==> src/rtl/sectk_pkg.sv <==
package sectk_pkg;

    // Positions inside the two-bit flag clear mask.
    localparam int CLR_W   = 2;
    localparam int CLR_OVF = 0;
    localparam int CLR_ALM = 1;

    typedef logic [CLR_W-1:0] clr_mask_t;

endpackage

==> src/rtl/sectk_wr_gate.sv <==
module sectk_wr_gate (
    input  logic lock_soft_i,
    input  logic lock_hard_i,
    input  logic sec_wr_i,
    input  logic frac_wr_i,
    output logic sec_ld_o,
    output logic frac_ld_o
);
    logic locked;

    always_comb begin
        locked    = lock_soft_i | lock_hard_i;
        sec_ld_o  = sec_wr_i  & ~locked;
        frac_ld_o = frac_wr_i & ~locked;
    end

endmodule

==> src/rtl/sectk_counter.sv <==
module sectk_counter #(
    parameter int SEC_W  = 32,
    parameter int FRAC_W = 15
) (
    input  logic              clk,
    input  logic              rst_n,
    input  logic              cnt_en_i,
    input  logic              nonvalid_i,
    input  logic              failure_i,
    input  logic              sec_ld_i,
    input  logic [SEC_W-1:0]  sec_wdata_i,
    input  logic              frac_ld_i,
    input  logic [FRAC_W-1:0] frac_wdata_i,
    input  logic              clr_ovf_i,
    output logic [SEC_W-1:0]  sec_o,
    output logic [FRAC_W-1:0] frac_o,
    output logic [SEC_W-1:0]  sec_next_o,
    output logic              ovf_o
);
    localparam int CNT_W = SEC_W + FRAC_W;

    typedef struct packed {
        logic [CNT_W-1:0] cnt;
        logic             ovf;
    } cnt_state_t;

    cnt_state_t       st_d, st_q;
    logic             run;
    logic             ld_any;
    logic [CNT_W:0]   sum;

    always_comb begin
        st_d   = st_q;
        ld_any = sec_ld_i | frac_ld_i;
        run    = cnt_en_i & ~nonvalid_i & ~failure_i & ~st_q.ovf;
        sum    = {1'b0, st_q.cnt} + {{CNT_W{1'b0}}, 1'b1};

        if (ld_any) begin
            if (sec_ld_i) begin
                st_d.cnt[CNT_W-1:FRAC_W] = sec_wdata_i;
            end
            if (frac_ld_i) begin
                st_d.cnt[FRAC_W-1:0] = frac_wdata_i;
            end
        end else if (run) begin
            st_d.cnt = sum[CNT_W-1:0];
        end

        if (!ld_any && run && sum[CNT_W]) begin
            st_d.ovf = 1'b1;
        end else if (clr_ovf_i) begin
            st_d.ovf = 1'b0;
        end
    end

    always_ff @(posedge clk or negedge rst_n) begin
        if (!rst_n) begin
            st_q <= '0;
        end else begin
            st_q <= st_d;
        end
    end

    assign sec_o      = st_q.cnt[CNT_W-1:FRAC_W];
    assign frac_o     = st_q.cnt[FRAC_W-1:0];
    assign sec_next_o = st_d.cnt[CNT_W-1:FRAC_W];
    assign ovf_o      = st_q.ovf;

    // one step per running edge below the top value
    a_r2_single_step: assert property (@(posedge clk) disable iff (!rst_n)
        (run && !ld_any && (st_q.cnt != {CNT_W{1'b1}}))
        |=> (st_q.cnt == $past(st_q.cnt) + CNT_W'(1)));

    // stop conditions hold the count
    a_r3_stop_holds: assert property (@(posedge clk) disable iff (!rst_n)
        ((!cnt_en_i || nonvalid_i || failure_i) && !ld_any) |=> $stable(st_q.cnt));

    // overflow freezes the count
    a_r4_ovf_freezes: assert property (@(posedge clk) disable iff (!rst_n)
        (st_q.ovf && !ld_any) |=> $stable(st_q.cnt));

    // overflow appears together with a wrapped count
    a_r4_wrap_zero: assert property (@(posedge clk) disable iff (!rst_n)
        $rose(st_q.ovf) |-> (st_q.cnt == '0));

endmodule

==> src/rtl/sectk_alarm.sv <==
module sectk_alarm #(
    parameter int SEC_W = 32
) (
    input  logic             clk,
    input  logic             rst_n,
    input  logic             alm_wr_i,
    input  logic [SEC_W-1:0] alm_wdata_i,
    input  logic             clr_alm_i,
    input  logic [SEC_W-1:0] sec_i,
    input  logic [SEC_W-1:0] sec_next_i,
    output logic             flag_o
);
    typedef struct packed {
        logic [SEC_W-1:0] val;
        logic             flag;
    } alm_state_t;

    alm_state_t st_d, st_q;
    logic       match_now;
    logic       match_next;
    logic       hit;

    always_comb begin
        st_d = st_q;
        if (alm_wr_i) begin
            st_d.val = alm_wdata_i;
        end

        match_now  = (sec_i == st_q.val);
        match_next = (sec_next_i == st_d.val) && (st_d.val != {SEC_W{1'b1}});
        hit        = match_next & ~match_now;

        if (hit) begin
            st_d.flag = 1'b1;
        end else if (clr_alm_i) begin
            st_d.flag = 1'b0;
        end
    end

    always_ff @(posedge clk or negedge rst_n) begin
        if (!rst_n) begin
            st_q.val  <= {SEC_W{1'b1}};
            st_q.flag <= 1'b0;
        end else begin
            st_q <= st_d;
        end
    end

    assign flag_o = st_q.flag;

    // flag stays set until a clear
    a_r8_sticky: assert property (@(posedge clk) disable iff (!rst_n)
        (st_q.flag && !clr_alm_i) |=> st_q.flag);

    // a new flag coincides with seconds equal to the alarm register
    a_r8_rise_on_match: assert property (@(posedge clk) disable iff (!rst_n)
        $rose(st_q.flag) |-> (sec_i == st_q.val));

    // an unset alarm never raises the flag
    a_r9_unset_quiet: assert property (@(posedge clk) disable iff (!rst_n)
        ((st_q.val == {SEC_W{1'b1}}) && !alm_wr_i && !st_q.flag) |=> !st_q.flag);

endmodule

==> src/rtl/sec_timekeeper.sv <==
module sec_timekeeper #(
    parameter int SEC_W  = 32,
    parameter int FRAC_W = 15
) (
    input  logic                      clk,
    input  logic                      rst_n,
    input  logic                      cnt_en_i,
    input  logic                      nonvalid_i,
    input  logic                      failure_i,
    input  logic                      lock_soft_i,
    input  logic                      lock_hard_i,
    input  logic                      sec_wr_i,
    input  logic [SEC_W-1:0]          sec_wdata_i,
    input  logic                      frac_wr_i,
    input  logic [FRAC_W-1:0]         frac_wdata_i,
    input  logic                      alarm_wr_i,
    input  logic [SEC_W-1:0]          alarm_wdata_i,
    input  logic                      stat_clr_wr_i,
    input  logic [sectk_pkg::CLR_W-1:0] stat_clr_i,
    output logic [SEC_W-1:0]          sec_o,
    output logic [FRAC_W-1:0]         frac_o,
    output logic                      ovf_o,
    output logic                      alarm_o
);
    import sectk_pkg::*;

    logic             sec_ld;
    logic             frac_ld;
    logic             clr_ovf;
    logic             clr_alm;
    logic [SEC_W-1:0] sec_next;

    always_comb begin
        clr_ovf = stat_clr_wr_i & stat_clr_i[CLR_OVF];
        clr_alm = stat_clr_wr_i & stat_clr_i[CLR_ALM];
    end

    sectk_wr_gate u_gate (
        .lock_soft_i (lock_soft_i),
        .lock_hard_i (lock_hard_i),
        .sec_wr_i    (sec_wr_i),
        .frac_wr_i   (frac_wr_i),
        .sec_ld_o    (sec_ld),
        .frac_ld_o   (frac_ld)
    );

    sectk_counter #(.SEC_W(SEC_W), .FRAC_W(FRAC_W)) u_cnt (
        .clk          (clk),
        .rst_n        (rst_n),
        .cnt_en_i     (cnt_en_i),
        .nonvalid_i   (nonvalid_i),
        .failure_i    (failure_i),
        .sec_ld_i     (sec_ld),
        .sec_wdata_i  (sec_wdata_i),
        .frac_ld_i    (frac_ld),
        .frac_wdata_i (frac_wdata_i),
        .clr_ovf_i    (clr_ovf),
        .sec_o        (sec_o),
        .frac_o       (frac_o),
        .sec_next_o   (sec_next),
        .ovf_o        (ovf_o)
    );

    sectk_alarm #(.SEC_W(SEC_W)) u_alm (
        .clk         (clk),
        .rst_n       (rst_n),
        .alm_wr_i    (alarm_wr_i),
        .alm_wdata_i (alarm_wdata_i),
        .clr_alm_i   (clr_alm),
        .sec_i       (sec_o),
        .sec_next_i  (sec_next),
        .flag_o      (alarm_o)
    );

    // a locked, idle counter cannot be moved by any time write
    a_r6_lock_blocks: assert property (@(posedge clk) disable iff (!rst_n)
        ((lock_soft_i || lock_hard_i) && !cnt_en_i) |=> ($stable(sec_o) && $stable(frac_o)));

    // a clear strobe on bit 0 leaves overflow low after the edge
    a_r5_ovf_clear: assert property (@(posedge clk) disable iff (!rst_n)
        (clr_ovf && ovf_o) |=> !ovf_o);

endmodule

==> config.mk <==
export PLATFORM = sky130hd
export DESIGN_NAME = sec_timekeeper
export DESIGN_NICKNAME = d
export VERILOG_FILES = /design/src/rtl/sectk_pkg.sv /design/src/rtl/sectk_wr_gate.sv /design/src/rtl/sectk_counter.sv /design/src/rtl/sectk_alarm.sv /design/src/rtl/sec_timekeeper.sv
export SDC_FILE = /design/constraint.sdc
export NUM_CORES = 1
export LEC_CHECK = 0
export ABC_AREA = 1
export ABC_CLOCK_PERIOD_IN_PS = 3220
export CAP_MARGIN = 10
export CORE_AREA = 8 8 136 138
export CTS_CLUSTER_DIAMETER = 80
export DETAILED_ROUTE_END_ITERATION = 10
export DIE_AREA = 0 0 144 146
export GPL_TIMING_DRIVEN = 0
export PLACE_DENSITY = 0.65
export SYNTH_ARGS = -nofsm -noshare
export SYNTH_HDL_FRONTEND = slang
export SYNTH_SLANG_ARGS = --single-unit
export TNS_END_PERCENT = 100
==> constraint.sdc <==
create_clock -name clk -period 3.22 [get_ports clk]
set_input_delay 0.644 -clock clk [delete_from_list [all_inputs] [get_ports clk]]
set_output_delay 0.644 -clock clk [all_outputs]
set_load 0.01 [all_outputs]
After elaboration in Yosys (flattened, before gate mapping)
Cells that the tools add are included.
{ "classes": {"order_cmp": 0, "div": 0, "n_bitwise": 15, "multipliers": 0, "n_mux": 9, "n_shift": 0, "eq_ne": 4, "addsub": 1, "reduce_logical": 8} }
{ "op_table": {"columns": ["operator", "count"], "rows": [
  ["two-way mux 47 bit", 2],
  ["equality test 32 bit", 2],
  ["two-way mux 32 bit", 2],
  ["adder 47 x 1 -> 48 bit, second input constant", 1],
  ["!= test 32 bit, second input constant", 1],
  ["two-way mux 15 bit", 1],
  ["AND 1 bit", 8],
  ["nonzero test 2 bit", 3],
  ["inverter 1 bit", 5],
  ["two-way mux 1 bit", 4],
  ["logical AND 1 bit", 3],
  ["!= test 2 x 1 -> 1 bit, second input constant", 1],
  ["OR 1 bit", 2],
  ["AND reduction 2 bit", 1],
  ["logical NOT 1 bit", 1]
]} }
{ "totals": {"n_memories": 0, "latch_bits": 0, "wordCells": 42, "ram_bits": 0, "regBits": 81, "inputBits": 92, "romBits": 0, "output_inout_bits": 49} }

Longest topological paths before layout
Gate-level depths: netlist of the first run.
{ "logic_depth": {"ltp_word": 10, "ltp_mapped": 18, "ltp_nobuf": 18} }

By module
A second synthesis of the first run with hierarchy kept.
{ "unflattened": {"cells_unflattened": 1164, "hier_area_um2": 7026.7} }
{ "modules_own_cells": {"columns": ["mod", "area_per_inst_um2", "instances", "seq_area_each_um2", "cells_each"], "rows": [
  ["sectk_counter", 4026.4, 1, 1201.2, 629],
  ["sectk_alarm", 2959.1, 1, 865.8, 524],
  ["sectk_wr_gate", 26.3, 1, 0.0, 7],
  ["sec_timekeeper", 15.0, 1, 0.0, 4]
]} }

Worst setup path before layout of the first run
OpenSTA, ideal clock, no wires.
{ "synth_timing": {"path_type": "input to register", "from": "in lock_hard_i", "to": "reg u_alm.st_q, in the netlist u_alm.flag_o", "n_path_buf": 1, "required_time_ns": 3.155, "t_arrival_ns": 1.996, "setup_ns": 0.065, "setup_slack_ns": 1.159, "stages": 13, "path_cell_list": "nor2_4 -> nand2_1 -> nand2_1 -> inv_2 -> buf_2 -> or2_2 -> nand3_1 -> nand2_1 -> nor2_1 -> nand2_1 -> nor2_1 -> nand3_1 -> nand2_1"} }
{ "synth_between": {"elab_chain_cells": 9, "word_cells_on_any_way": 12, "classes_between": "eq/ne: 1; mux: 3; bitwise: 6; reduce/logical: 2"} }
{ "synth_lines": {"columns": ["item", "line", "text"], "rows": [
  ["from (decl)", "sec_timekeeper.sv:11", "input logic lock_hard_i,"],
  ["OR 1 bit (*)", "sectk_wr_gate.sv:12", "locked = lock_soft_i | lock_hard_i;"],
  ["inverter 1 bit (*)", "sectk_wr_gate.sv:13, sectk_wr_gate.sv:14", null],
  ["AND 1 bit, on equally long branches", "sectk_wr_gate.sv:13, sectk_wr_gate.sv:14", null],
  ["two-way mux 32 bit / OR 1 bit (equally long branches)", "sectk_counter.sv:39, sectk_counter.sv:34", null],
  ["two-way mux 47 bit (*)", "sectk_counter.sv:38", "if (ld_any) begin"],
  ["equality test 32 bit (*)", "sectk_alarm.sv:30", "match_next = (sec_next_i == st_d.val) && (st_d.val != {SEC_W{1'b1}});"],
  ["logical AND 1 bit (*)", "sectk_alarm.sv:30", null],
  ["AND 1 bit (*)", "sectk_alarm.sv:31", "hit = match_next & ~match_now;"],
  ["two-way mux 1 bit / nonzero test 2 bit (equally long branches)", null, null],
  ["to (signal assigned)", "sectk_alarm.sv:45", "st_q <= st_d;"],
  ["to (decl)", "sectk_alarm.sv:18", "alm_state_t st_d, st_q;"]
]} }
Every way passes the cells marked *; elsewhere a longest branch is shown, timed or not.
A chain may end at the register's enable or synchronous reset.

Worst setup path after layout of the first run
Same ends and word-level chain as after synthesis.

==> impl_metrics.py, run 1 <==
metrics = {
    "outcome": {
        "status": "finished clean",
    },
    "final_layout": {
        "syn2layout_area_growth_pct": 30.8,
        "fin_nets": 1268,
        "fillers": 1739,
        "instances_no_fill": 1399,
        "final_layout_size_suffix_gt1_frac": 0.0840,
        "num_antenna_cells": 0,
    },
    "worst_setup_path": {
        "cp-start-kind": "input pin",
        "crit_arrival_ns": 3.32,
        "slowest_stage": "clkdlybuf4s50_1",
        "slowest_delay_ns": 0.50,
        "end_kind": "flop",
        "crit_required_ns": 3.51,
        "critPathKind": "input pin to flop",
        "crit_top_cell": "nand2_1",
        "cp_cell_sequence": "clkdlybuf4s50_1 -> nor2_4 -> nand2_1 -> nand2_1 -> inv_2 -> buf_2 -> nand3_1 -> nand2_1 -> nand2_1 -> nand2_1 -> nand3_1 -> nor2_1 -> nand2_1 -> nor2_1 -> nand3_1 -> nand2_1",
        "worstPathMaxFanout": 10,
    },
    "synthesis": {
        "synth_edf_count": 0,
        "synth_area_leaders": "dfrtp_1 (19%), nand2_1 (18%), dfstp_2 (13%)",
        "yosysMostFrequentCell": "nand2_1",
        "syn-instance-count": 1024,
        "synth_area_leader_cell": "dfrtp_1",
        "netlist.area_leader.share": 0.190,
        "synth_async_sr_flop_share": 1.00,
        "synth_seq_cells": 81,
        "synth_flop_cell": "dfrtp_1",
        "synth.distinct_cells": 37,
        "syn_nets": 1117,
        "ys_seq_area_frac": 0.321,
        "synthesis.area_um2": 6440,
        "syn_area_per_cell_um2": 6.29,
        "synth_commonest_cells": "nand2_1 (305), inv_1 (151), nand3_1 (118), nor2_1 (102), o21ai_0 (70)",
        "yosysWarnings": 0,
    },
    "placement": {
        "dpl.hpwl_um": 19800,
        "globalplace.congestion": 0.935,
        "dp_cells": 1384,
        "port_buffers": 139,
        "pre_cts_ws_ns": -0.192,
    },
    "timing": {
        "worst_slack_ns": 0.185,
        "finClkSkew_ns": 0.00963,
        "slew_viol_final": 0,
        "slew_headroom": 0.432,
        "fin_crit_ns": 3.04,
        "fin_crit_sh": 0.943,
        "finalSetupViolations": 0,
        "rsz0062_at_grt": "no",
        "worstMarginPinSlew_ns": 0.852,
        "hold_viol_final": 0,
        "fmax_mhz": 329,
    },
    "flow_run": {
        "drv_cap": 0,
    },
    "routing": {
        "num_vias": 7282,
        "drtPass1Iterations": 6,
        "vias_per_cell": 5.21,
        "ant_nets": 0,
        "first_iter_violations": 604,
        "routed_wl_um": 25100,
        "drc": 0,
        "wl_per_cell_um": 18.0,
    },
    "power": {
        "p_leak_nw": 3.93,
        "peakVddDrop_v": 0.000259,
        "powerDensity_nw_per_um2": 491,
    },
    "floorplanning": {
        "io_pins": 141,
        "dieArea_um2": 21000,
        "core_area_um2": 16300,
        "die_w_um": 144,
        "start_util": 0.395,
        "rows": 47,
        "die_h_um": 146,
    },
    "clock_tree": {
        "clk_pin_slew_ns": 0.06,
        "clk_latency_ns": 0.35,
        "numClockSinks": 81,
        "cts_max_path_buffers": 2,
        "holdBufCountCts": 0,
        "ctsResizeCount": 0,
        "cts_tree": "yes",
        "root_buffer": "clkbuf_16",
        "htreeDepth": 3,
        "postCtsSetupBuffers": 0,
        "cts_buffers": 9,
    },
    "global_routing": {
        "grt_pass1_wl_um": 39200,
        "grt_antenna_before_repair": 0,
        "grt-ovfl-total": 0,
        "grt_max_degree": 42,
        "grt_pass1_vias": 6973,
        "grtUsageTotal": 0.243,
    },
    "worst_hold_path": {
        "hold_path_class": "input pin to async pin",
    },
}
[sequential cells by signal, indices dropped and copies added (netlist names)]
register	cells
u_alm.flag_o	1
u_alm.st_q	32
u_cnt.frac_o	15
u_cnt.ovf_o	1
u_cnt.sec_o	32
[where the power goes]
part	internal, mW	total [mW]	switching, mW
sequential	1.21	1.51	0.293
combinational	0.694	1.57	0.876
clock	0.637	1.06	0.422
[cell families after synthesis]
logic type	count (synthesis)	share of synthesized area
compound gates	132	0.113
xor+xnor	27	0.0367
fa+ha+maj	1	0.00194
buf+inv	181	0.113
flops	81	0.321
simple gates	602	0.414
[per-stage QoR]
| stage | cell area, µm² | setup TNS, ns | utilization | hold WS, ns | power (mW) |
|---|---|---|---|---|---|
| final | 8420 | 0 | 0.517 | 0.274 | 4.13 |
| after global routing | 8420 | 0 | 0.517 | 0.314 | 4.41 |
| after CTS | 8420 | 0 | 0.517 | 0.292 | 4.15 |
| after detailed placement | 8120 | -0.192 | 0.499 | 0.470 | 3.07 |
| after global placement | 8110 | -87.98 | 0.498 | 0.466 | 3.05 |
| after floorplan | 6440 | 0 | - | 0.348 | 2.33 |
[area by class of cell]
| class | count | area, µm² | area share |
|---|---|---|---|
| repair buffers | 140 | 1410 | 0.167 |
| flip-flops and latches | 81 | 2070 | 0.245 |
| plain buffers | 28 | 158 | 0.0187 |
| inverters | 153 | 574 | 0.0682 |
| clock inverters | 3 | 40.0 | 0.00475 |
| clock buffers | 12 | 256 | 0.0305 |
| multi-input cells | 762 | 3640 | 0.432 |
| well taps | 220 | 275 | 0.0327 |
[worst max-delay path, delay by kind of cell]
| family | cells | cell delay, ns |
|---|---|---|
| buffers and inverters | 3 | 1.04 |
| AND/OR/NAND/NOR | 13 | 1.62 |
[path summary, 6_finish.rpt]
path | start | to | slack (ns) | cells past startpoint
max in group asynchronous | rst_n | u_alm.st_q[17]$_DFF_PN1_ | 2.25 | 2
min reg2reg | u_alm.flag_o$_DFFE_PN0P_ | u_alm.flag_o$_DFFE_PN0P_ | 0.49 | 2
max reg2reg | u_cnt.frac_o[0]$_DFFE_PN0P_ | u_alm.flag_o$_DFFE_PN0P_ | 0.62 | 15
max | lock_hard_i | u_alm.flag_o$_DFFE_PN0P_ | 0.18 | 16
min in group clk | u_alm.flag_o$_DFFE_PN0P_ | u_alm.flag_o$_DFFE_PN0P_ | 0.49 | 2
min | rst_n | u_cnt.frac_o[2]$_DFFE_PN0P_ | 0.27 | 1
[metal layers]
layer | vias up | global-route usage | part of all wire
met3 | 36 | 0.0449 | 0.087
li1 | 3587 | - | -
met5 | - | 0 | 0
met1 | 3337 | 0.336 | 0.44
met2 | 322 | 0.369 | 0.45
met4 | 0 | 0.0878 | 0.024
[cells in the final DEF (no fill, tap or decap), types with 2 or more instances in the layout]
cell type        netlist  layout
xnor2_1               26      26
clkbuf_8               1       3
o31ai_1                2       2
nand3b_1              14      14
or2_2                  4       4
nor2_1               102     102
o21ai_1                2       2
buf_6                  2       2
nand2_2                3       3
buf_4                  1       2
clkbuf_1               6       6
nand2_1              305     305
a31oi_1                9       9
buf_2                 18      18
inv_1                151     151
dfrtp_1               49      49
nand4_1               30      30
nand3_1              118     118
inv_2                  2       2
dfstp_2               32      32
a21oi_1               31      31
nor2_4                 8       8
o211ai_1               8       8
clkinv_2               0       2
o21a_1                 6       6
nor2_2                 9       9
o21ai_0               70      70
clkbuf_16              0       9
nor3_1                 5       5
clkdlybuf4s50_1        0     138
Note: power is estimated with default switching activity, not from simulation.
==> run 2, diff against run 1 <==
ABC_AREA = unset   (was 1)
CORE_AREA = 8 8 126 128   (was 8 8 136 138)
DIE_AREA = 0 0 134 136   (was 0 0 144 146)
PLACE_DENSITY = 0.67   (was 0.65)
==> impl_metrics.py, run 2 <==
metrics = {
    "outcome": {
        "status": "finished, violations left",
        "violations": "setup timing",
    },
    "final_layout": {
        "final_cell_mix": "clkdlybuf4s50_1 (131), nand2_1 (70), xor2_1 (52)",
        "num_antenna_cells": 0,
        "fin_nets": 863,
        "syn2layout_area_growth_pct": 44.0,
        "multiInputGateArea_um2": 3460,
        "mostFrequentLayoutCell": "clkdlybuf4s50_1",
        "fillers": 1320,
        "final_cell_area_um2": 7830,
        "final_layout_size_suffix_gt1_frac": 0.225,
        "final-seq-area_um2": 2080,
    },
    "timing": {
        "slew_viol_final": 0,
        "timing.hold.ws_ns": 0.266,
        "worstMarginPinSlew_ns": 0.605,
        "finalSetupViolations": 1,
        "finClkSkew_ns": 0.00948,
        "fin_crit_ns": 3.44,
        "slew_headroom": 0.585,
        "worst_slack_ns": -0.218,
        "fin_crit_sh": 1.07,
        "fmax_mhz": 291,
        "hold_viol_final": 0,
        "rsz0062_at_grt": "yes",
    },
    "synthesis": {
        "synth_area_leader_cell": "dfrtp_1",
        "synth.distinct_cells": 67,
        "synthesis.area_um2": 5440,
        "synth_area_leaders": "dfrtp_1 (23%), dfstp_2 (15%), xor2_1 (8.4%)",
        "yosysMostFrequentCell": "nand2_1",
        "synth_async_sr_flop_share": 1.00,
        "synthAdderAreaFrac": 0.00230,
        "synth_seq_cells": 81,
        "synth_flop_cell": "dfrtp_1",
        "synthSimpleGateAreaFrac": 0.264,
        "syn_area_per_cell_um2": 9.04,
        "netlist.area_leader.share": 0.226,
        "synthMuxAreaShare": 0.0550,
        "syn_nets": 694,
        "yosysWarnings": 0,
        "synth_commonest_cells": "nand2_1 (73), xor2_1 (52), dfrtp_1 (49), nor2_1 (40), nand4_1 (34)",
        "syn-instance-count": 601,
        "synth_top_family_by_area": "simple AND/OR/NAND/NOR gates",
        "synth_xor_area_frac": 0.135,
        "synth_edf_count": 0,
        "ys_seq_area_frac": 0.380,
        "synth-compound-area-share": 0.136,
    },
    "clock_tree": {
        "numClockSinks": 81,
        "cts_tree": "yes",
        "holdBufCountCts": 0,
        "clk_latency_ns": 0.36,
        "clk_pin_slew_ns": 0.06,
        "cts_max_path_buffers": 2,
        "cts_buffers": 9,
        "htreeDepth": 3,
        "root_buffer": "clkbuf_16",
    },
    "routing": {
        "wl_per_cell_um": 24.6,
        "ant_nets": 0,
        "vias_per_cell": 5.91,
        "drtPass1Iterations": 5,
        "num_vias": 5672,
        "routed_wl_um": 23600,
        "first_iter_violations": 514,
        "drc": 0,
    },
    "global_routing": {
        "grtUsageTotal": 0.259,
        "grt_pass1_wl_um": 35500,
        "grt_max_degree": 45,
        "grt-ovfl-total": 0,
        "grt_pass1_vias": 5862,
        "grt_antenna_before_repair": 0,
    },
    "worst_setup_path": {
        "worstPathMaxFanout": 4,
        "end_kind": "flop",
        "crit_required_ns": 3.49,
        "critPathKind": "flop to flop",
        "cp-start-kind": "flop",
        "reg2regPathDepth": 9,
        "crit_arrival_ns": 3.70,
    },
    "floorplanning": {
        "rows": 44,
        "dieArea_um2": 18200,
        "io_pins": 141,
        "die_w_um": 134,
        "die_h_um": 136,
        "core_area_um2": 14000,
        "start_util": 0.387,
    },
    "placement": {
        "globalplace.congestion": 0.933,
        "port_buffers": 139,
        "placed_area_um2": 7090,
        "dpl.hpwl_um": 18300,
    },
    "power": {
        "p_leak_nw": 2.96,
        "powerDensity_nw_per_um2": 474,
        "peakVddDrop_v": 0.000249,
    },
    "worst_hold_path": {
        "hold_path_class": "input pin to async pin",
    },
    "flow_run": {
        "drv_cap": 0,
    },
}
## run 2: cell type report
class / instances / share of cell area
timing repair buffer: 162 / 0.202
inverter: 11 / 0.00528
sequential: 81 / 0.266
tap: 184 / 0.0294
clock buffer: 11 / 0.0323
clock inverter: 5 / 0.00751
multi-input combinational: 483 / 0.443
buffer: 22 / 0.0152
## run 2: cells by family (layout without fill, tap and decap cells)
logic type | count (synthesis) | count (layout)
buffers and inverters | 37 | 211
adders and majority gates | 1 | 1
and+or+nand+nor | 269 | 269
xor gates and xnor gates | 84 | 84
DFF | 81 | 81
muxes | 27 | 27
AOI/OAI and AO/OA | 102 | 102
## run 2: final timing paths
| check | slack [ns] | to | start |
|---|---|---|---|
| setup / recovery | -0.22 | u_alm.flag_o$_DFFE_PN0P_ | u_cnt.ovf_o$_DFFE_PN0P_ |
| hold / removal | 0.27 | u_cnt.frac_o[11]$_DFFE_PN0P_ | rst_n |
| setup reg to reg | -0.22 | u_alm.flag_o$_DFFE_PN0P_ | u_cnt.ovf_o$_DFFE_PN0P_ |
| hold reg to reg | 0.53 | u_cnt.ovf_o$_DFFE_PN0P_ | u_cnt.ovf_o$_DFFE_PN0P_ |
| max in group asynchronous | 2.27 | u_alm.st_q[29]$_DFF_PN1_ | rst_n |
| min in group clk | 0.53 | u_cnt.ovf_o$_DFFE_PN0P_ | u_cnt.ovf_o$_DFFE_PN0P_ |
## run 2: timing repair
item                                    CTS  global route
setup buffers                            11            11
gates resized for setup                  33            67
pin swaps                                14            21
endpoints found under the setup margin    9             1
## run 2: layer usage
| layer | vias to the layer above | GRT usage | wire length (µm) |
|---|---|---|---|
| li1 | 2567 | - | - |
| met1 | 2798 | 0.318 | 9700 |
| met2 | 260 | 0.437 | 11500 |
| met3 | 47 | 0.0514 | 1700 |
| met4 | 0 | 0.105 | 694 |
| met5 | - | 0 | 0 |
## run 2: through the flow
| step | cells | power [mW] | setup TNS [ns] | setup WS, ns | utilization |
|---|---|---|---|---|---|
| after global placement | 924 | 2.51 | -101.80 | -1.50 | 0.503 |
| after detailed placement | 925 | 2.53 | -12.97 | -1.51 | 0.505 |
| after CTS | 950 | 3.65 | -0.397 | -0.397 | 0.538 |
| final | 959 | 3.71 | -0.218 | -0.218 | 0.557 |
| after floorplan | 601 | 1.91 | -0.152 | -0.152 | - |
| after global routing | 959 | 3.85 | -0.298 | -0.298 | 0.557 |
## run 2: report_power, final
group          switching (mW)  total [mW]  internal (mW)
clock                   0.471        1.12          0.649
combinational           0.551        1.12          0.572
sequential              0.277        1.47           1.19
total                    1.30        3.71           2.41
## run 2: critical path, stage by stage (launching register included)
cell	delay, ns
dfrtp_2	0.42
or4b_4	0.60
a2111oi_4	0.36
nand4_1	0.20
a21oi_2	0.27
xnor2_1	0.16
o311ai_1	0.12
or4_1	0.50
or4_4	0.54
o31ai_4	0.17
